<file path="src/rtl/ackp_pkg.sv">
package ackp_pkg;
  typedef enum logic [0:0] {PH_IDLE = 1'b0, PH_SLOT = 1'b1} ack_phase_t;

  typedef struct packed {
    logic clk_en;
    logic level;
    logic tx;
    logic addr;
    logic match;
  } ack_ctrl_t;
endpackage

</file>
<file path="src/rtl/ackp_level_sel.sv">
module ackp_level_sel
  import ackp_pkg::*;
(
  input  ack_ctrl_t ctrl,
  output logic      pull_low
);
  // Sender always releases; address reception with level 0 follows the comparator.
  always_comb begin
    if (ctrl.tx)
      pull_low = 1'b0;
    else if (ctrl.addr && !ctrl.level)
      pull_low = ctrl.match;
    else
      pull_low = !ctrl.level;
  end
endmodule

</file>
<file path="src/rtl/ackp_slot_fsm.sv">
module ackp_slot_fsm
  import ackp_pkg::*;
(
  input  logic      clk,
  input  logic      rst,
  input  ack_ctrl_t ctrl,
  input  logic      pull_req,
  input  logic      byte_done,
  input  logic      scl_fall,
  output logic      ack_slot,
  output logic      drive_low,
  output logic      tx_q,
  output logic      done
);
  ack_phase_t phase;

  always_ff @(posedge clk) begin
    if (rst) begin
      phase     <= PH_IDLE;
      drive_low <= 1'b0;
      tx_q      <= 1'b0;
      done      <= 1'b0;
    end else begin
      done <= 1'b0;
      case (phase)
        PH_IDLE: begin
          if (byte_done) begin
            if (ctrl.clk_en) begin
              phase     <= PH_SLOT;
              drive_low <= pull_req;
              tx_q      <= ctrl.tx;
            end else begin
              done <= 1'b1;
            end
          end
        end
        PH_SLOT: begin
          if (scl_fall) begin
            phase     <= PH_IDLE;
            drive_low <= 1'b0;
            done      <= 1'b1;
          end
        end
        default: phase <= PH_IDLE;
      endcase
    end
  end

  assign ack_slot = (phase == PH_SLOT);

  AST_DONE_PULSE: assert property (@(posedge clk) disable iff (rst)
    done |=> !done);
  AST_DRV_EDGE_ONLY: assert property (@(posedge clk) disable iff (rst)
    !$stable(drive_low) |-> ($past(byte_done) || $past(scl_fall)));
  AST_NOCLK_NO_SLOT: assert property (@(posedge clk) disable iff (rst)
    (byte_done && !ctrl.clk_en && !ack_slot) |=> (done && !ack_slot));
endmodule

</file>
<file path="src/rtl/ackp_sampler.sv">
module ackp_sampler #(
  parameter logic RX_RESET = 1'b1
) (
  input  logic clk,
  input  logic rst,
  input  logic take,
  input  logic sda_in,
  output logic ack_rx
);
  always_ff @(posedge clk) begin
    if (rst)
      ack_rx <= RX_RESET;
    else if (take)
      ack_rx <= sda_in;
  end

  AST_RX_HOLD: assert property (@(posedge clk) disable iff (rst)
    !take |=> $stable(ack_rx));
endmodule

</file>
<file path="src/rtl/ackp_ctrl.sv">
module ackp_ctrl
  import ackp_pkg::*;
#(
  parameter logic RX_RESET = 1'b1
) (
  input  logic clk,
  input  logic rst,
  input  logic ack_clk_en,
  input  logic ack_level,
  input  logic is_tx,
  input  logic addr_phase,
  input  logic addr_match,
  input  logic byte_done,
  input  logic scl_rise,
  input  logic scl_fall,
  input  logic sda_in,
  output logic ack_slot,
  output logic sda_pull_low,
  output logic ack_rx,
  output logic ack_done
);
  ack_ctrl_t ctrl;
  logic      pull_req;
  logic      tx_q;

  assign ctrl = '{clk_en: ack_clk_en, level: ack_level, tx: is_tx,
                  addr: addr_phase, match: addr_match};

  ackp_level_sel u_sel (.ctrl(ctrl), .pull_low(pull_req));

  ackp_slot_fsm u_fsm (
    .clk(clk), .rst(rst), .ctrl(ctrl), .pull_req(pull_req),
    .byte_done(byte_done), .scl_fall(scl_fall),
    .ack_slot(ack_slot), .drive_low(sda_pull_low), .tx_q(tx_q), .done(ack_done)
  );

  ackp_sampler #(.RX_RESET(RX_RESET)) u_smp (
    .clk(clk), .rst(rst), .take(ack_slot && tx_q && scl_rise),
    .sda_in(sda_in), .ack_rx(ack_rx)
  );

  AST_DRV_IN_SLOT: assert property (@(posedge clk) disable iff (rst)
    sda_pull_low |-> ack_slot);
  AST_TX_RELEASE: assert property (@(posedge clk) disable iff (rst)
    (ack_slot && tx_q) |-> !sda_pull_low);
  AST_SLOT_HOLD: assert property (@(posedge clk) disable iff (rst)
    (ack_slot && !scl_fall) |=> (ack_slot && $stable(sda_pull_low)));
endmodule

</file>
<file path="config.mk">
export PLATFORM = sky130hd
export DESIGN_NAME = ackp_ctrl
export DESIGN_NICKNAME = d
export VERILOG_FILES = /design/src/rtl/ackp_pkg.sv /design/src/rtl/ackp_level_sel.sv /design/src/rtl/ackp_slot_fsm.sv /design/src/rtl/ackp_sampler.sv /design/src/rtl/ackp_ctrl.sv
export SDC_FILE = /design/constraint.sdc
export NUM_CORES = 1
export LEC_CHECK = 0
export BUFFER_PORTS_ARGS = -buffer_cell sky130_fd_sc_hd__buf_2
export CAP_MARGIN = 10
export CORE_AREA = 2 2 39 41
export DETAILED_ROUTE_END_ITERATION = 10
export DIE_AREA = 0 0 41 43
export PLACE_DENSITY = 0.51
export SLEW_MARGIN = 0
export SYNTH_ARGS = -nofsm -noshare
export SYNTH_HDL_FRONTEND = slang
export SYNTH_SLANG_ARGS = --single-unit
</file>
<file path="constraint.sdc">
create_clock -name clk -period 0.8 [get_ports clk]
set_input_delay 0.04 -clock clk [delete_from_list [all_inputs] [get_ports clk]]
set_output_delay 0.04 -clock clk [all_outputs]
set_load 0.005 [all_outputs]
</file>
* After elaboration in Yosys (flattened, before gate mapping)
Index checks and enable logic that the tools add are counted.
Storage, ports and cells: flip-flop bits (word level) 5, input bits 11, logic and storage cells 29
Cells by class: equality and inequality tests 3, mux-type cells 14, bitwise operators 1, reduce and logical (&&, ||, !) cells 6
Operator list (number):
- $mux 1 | 11
- $ne 2x2->1 const B | 3
- $pmux 1 s2 | 3
- $reduce_and 3->1 | 2
- $logic_and 1x1->1 | 3
- $logic_not 1->1 | 1
- $not 1->1 | 1

* Longest topological paths before layout
depth after elaboration 7, depth in mapped cells 3, mapped depth without buffers 3

* Hierarchy
From an unflattened synthesis, not the netlist that was laid out.
Second synthesis, totals: cell total of the unflattened synthesis 20, area, all modules 217.7 µm²
Modules (own cells, without submodules):
- ackp_slot_fsm | instances 1, cells each 14, area an instance 160.2 µm², seq. area each 80.1 µm²
- ackp_sampler | instances 1, cells each 3, area an instance 35.0 µm², seq. area each 20.0 µm²
- ackp_level_sel | instances 1, cells each 2, area an instance 16.3 µm², seq. area each 0.0 µm²
- ackp_ctrl | instances 1, cells each 1, area an instance 6.3 µm², seq. area each 0.0 µm²

* Least setup slack after synthesis
OpenSTA, ideal clock, no wires.
kind register to register, start point register u_fsm.phase (netlist: u_fsm.ack_slot), end point register u_fsm.tx_q, arrival 0.786 ns, data required time 0.686 ns, slack -0.100 ns, cell stages (with the launch flop) 4, path buffers 0, clock period less this slack 0.900 ns, path through dfxtp_1 nand3b_4 mux2i_1 nor2_1
On the way: longest elaborated chain between the ends 2
RTL lines:
- from (decl) | line ackp_slot_fsm.sv:15 | ack_phase_t phase;
- from (signal assigned) | line ackp_slot_fsm.sv:19 | phase <= PH_IDLE;
- from (signal assigned) | line ackp_slot_fsm.sv:29 | phase <= PH_SLOT;
- from (signal assigned) | line ackp_slot_fsm.sv:39 | phase <= PH_IDLE;
- $not 1->1
- $reduce_and 3->1 (no source line)
- to (signal assigned) | line ackp_slot_fsm.sv:31 | tx_q <= ctrl.tx;
- to (decl) | line ackp_slot_fsm.sv:12 | output logic tx_q,
Every way passes these cells. A chain may end at the register's enable or synchronous reset.

* Final worst setup path
start point register u_fsm.phase (netlist: u_fsm.ack_slot), end point register u_fsm.done
On the way: longest elaborated chain between the ends 2
RTL lines:
- $not 1->1 | line ackp_slot_fsm.sv:25 | case (phase)
- $pmux 1 s2 * | line ackp_slot_fsm.sv:25
- to (signal assigned) | line ackp_slot_fsm.sv:22 | done <= 1'b0;
- to (signal assigned) | line ackp_slot_fsm.sv:24 | done <= 1'b0;
- to (signal assigned) | line ackp_slot_fsm.sv:33 | done <= 1'b1;
- to (decl) | line ackp_slot_fsm.sv:13 | output logic done
Mark *: on every way between the ends. The rest lies on a longest branch, timed or not.

==> flow_summary.toml <==
[detailed_routing]
drtAntennaViolNets = 0
drc = 0
wl_microns = 500
drt_iter0_markers = 4
post_drt_via_cell_ratio = 3.81
wl_per_cell_microns = 8.62
num_vias = 221
first_pass_iters = 4

[yosys]
synth.area.top_cells = "dfxtp_1, mux2i_1, nand3b_4"
synth.avg_cell_area_sq_um = 10.2
synth_warnings = 0
synth_top_area_share_pct = 46.8
syn-instance-count = 21
synth_area_leader_cell = "dfxtp_1"
synth_common_cells = "dfxtp_1, a21oi_1, mux2i_1, nand2b_1, nor2_1"
synthDistinctLibCells = 13
ys_seq_area_share_pct = 46.8
synthesis.nets = 32
syn_area_sq_um = 214
synthArstFlopShare_pct = 0
synth_most_common_cell = "dfxtp_1"
synth_enable_flop_cells = 0
synthFlopType = "dfxtp_1"
ys_ff_latch = 5

[layout]
final_cells = 58
antennaDiodeCount = 0
syn_to_final_growth_pct = 69.6
drive_above_1_share_pct = 52.4
multiInputGateArea_sq_um = 110
utilization_pct = 26.2
seq_area_sq_um = 104
nFillCells = 158
design_area_sq_um = 363
nNetsFinal = 54

[floorplan]
die_area_sq_um = 1760
die_h_microns = 43
start_util_pct = 15.5
ios = 15
core_area_sq_um = 1380
rows = 14
die_x_microns = 41

[worst_setup_path]
crit_arrival_ns = 1.06
start_kind = "flop"
worstReg2RegEnd = "u_fsm.done$_SDFF_PP0_"
end_kind = "flop"
required_ns = 0.97
crit_fanout = 6
r2r_slack_ns = -0.09
reg2reg_depth = 2
worstSetupPathType = "reg -> reg"
r2r-start = "u_fsm.ack_slot$_SDFF_PP0_"

[timing]
setup_viol = 6
grt_setup_unrepaired = "true"
relSlewSlack_pct = 84.8
finalHoldViolCount = 1
period_share_pct = 112
hold_ws_ns = -0.0103
worst_slew_pin_slew_ns = 0.225
setup-tns-final_ns = -0.293
fmax_mhz = 1120
slew_violations = 0
clock_skew_ns = 0.00274
layout_setup_ws_ns = -0.0924
fin_crit_ns = 0.892

[global_routing]
grt_overflow = 0
grt_pass1_wl_microns = 779
antenna_found_initial = 0
grt_pass1_vias = 203
grt_max_degree = 7
grt_use_total_pct = 7.44

[hold_path]
worstHoldStart = "ack_level"
hold_class = "in -> reg"
min_to = "u_fsm.drive_low$_SDFFE_PP0P_"
hold_depth = 2

[clock_network]
h-tree-depth = 1
cts_buffer_depth = 2
cts_tree = "built"
insertion_delay_ns = 0.24
clockRootBuffer = "clkbuf_4"
clock-sinks = 5
clk_pin_slew_worst_paths_ns = 0.04
cts_made_buffers = 3

[job]
maxCapViolations = 0

[run_status]
status = "complete, but fails checks"
violations = "negative hold slack, negative setup slack"

[power_and_ir_drop]
peakVddDrop_uv = 505
p_leak_nw = 0.185
p_per_area_nw_per_um2 = 1750

[place]
gp_congestion = 0.706
port_buffers = 14
placed_area_sq_um = 320
dp.cells = 53
## layer usage
layer | share of wire (%) | vias to the layer above | GRT usage [%]
li1 | - | 119 | -
met1 | 49 | 88 | 9.35
met2 | 37 | 14 | 7.50
met3 | 15 | 0 | 4.71
met4 | 0 | 0 | 8.00
met5 | 0 | - | 0
## where the power goes
group	leakage [nW]	switching [W]	total (W)	internal, W
logic	0.129	0.0000306	0.0000823	0.0000517
clock network	0.0150	0.0000990	0.000287	0.000188
registers	0.0415	0.00000668	0.000265	0.000259
## layout by cell type, fill, tap and decap left out
cell / instances
nand2_1: 1
nand4b_1: 1
nand2b_1: 2
a21oi_1: 2
inv_1: 1
nand3b_4: 1
mux2i_1: 2
clkbuf_4: 3
nand3_1: 1
buf_4: 3
clkbuf_1: 1
o41ai_1: 1
dfxtp_1: 4
dfxtp_4: 1
o21ai_0: 1
nor2_1: 2
buf_6: 1
or3b_1: 1
buf_2: 13
## logic make-up after synthesis
family | after synthesis | synth area share (%)
and+or+nand+nor | 9 | 31.0
DFF | 5 | 46.8
AOI/OAI and AO/OA | 4 | 11.1
muxes | 2 | 9.36
buffers and inverters | 1 | 1.75
## critical path, stage by stage (launching register included)
cell,delay (ns)
dfxtp_4,0.35
or3b_1,0.35
a21oi_1,0.12
## worst max-delay path by stage
stage / endpoint / depth (start not counted) / slack (ns) / startpoint
after detailed placement: u_fsm.done$_SDFF_PP0_ / 2 / -0.07 / u_fsm.ack_slot$_SDFF_PP0_
after floorplan: u_fsm.done$_SDFF_PP0_ / 2 / -0.04 / u_fsm.ack_slot$_SDFF_PP0_
after CTS: u_fsm.done$_SDFF_PP0_ / 2 / -0.09 / u_fsm.ack_slot$_SDFF_PP0_
final: u_fsm.done$_SDFF_PP0_ / 2 / -0.09 / u_fsm.ack_slot$_SDFF_PP0_
after global placement: u_fsm.tx_q$_SDFFE_PP0P_ / 3 / -0.06 / u_fsm.ack_slot$_SDFF_PP0_
after global routing: u_fsm.tx_q$_SDFFE_PP0P_ / 3 / -0.12 / u_fsm.ack_slot$_SDFF_PP0_
## state kept, by name, indices dropped and copies added (netlist names)
signal / flops
u_fsm.tx_q: 1
u_fsm.drive_low: 1
u_smp.ack_rx: 1
u_fsm.ack_slot: 1
u_fsm.done: 1
## layout make-up
class | instances | area share, %
Clock buffer | 4 | 7.24
Timing Repair Buffer | 17 | 27.2
Inverter | 1 | 1.03
Tap cell | 16 | 5.52
Multi-Input combinational cell | 15 | 30.3
Sequential cell | 5 | 28.6
## through the flow
| step | worst slack (ns) | total power [W] |
|---|---|---|
| final | -0.0924 | 0.000635 |
| after global placement | -0.0575 | 0.000347 |
| after CTS | -0.0871 | 0.000647 |
| after floorplan | -0.0391 | 0.000297 |
| after detailed placement | -0.0671 | 0.000347 |
| after global routing | -0.122 | 0.000687 |
## timing repair
action                                 CTS  global route
setup endpoints to repair                4             5
endpoints found under the hold margin    1             1
pin swaps                                0             0
buffers inserted                         0             1
gates cloned                             0             0
gates resized for setup                  0             2
Power figures use the tool's default switching activity.
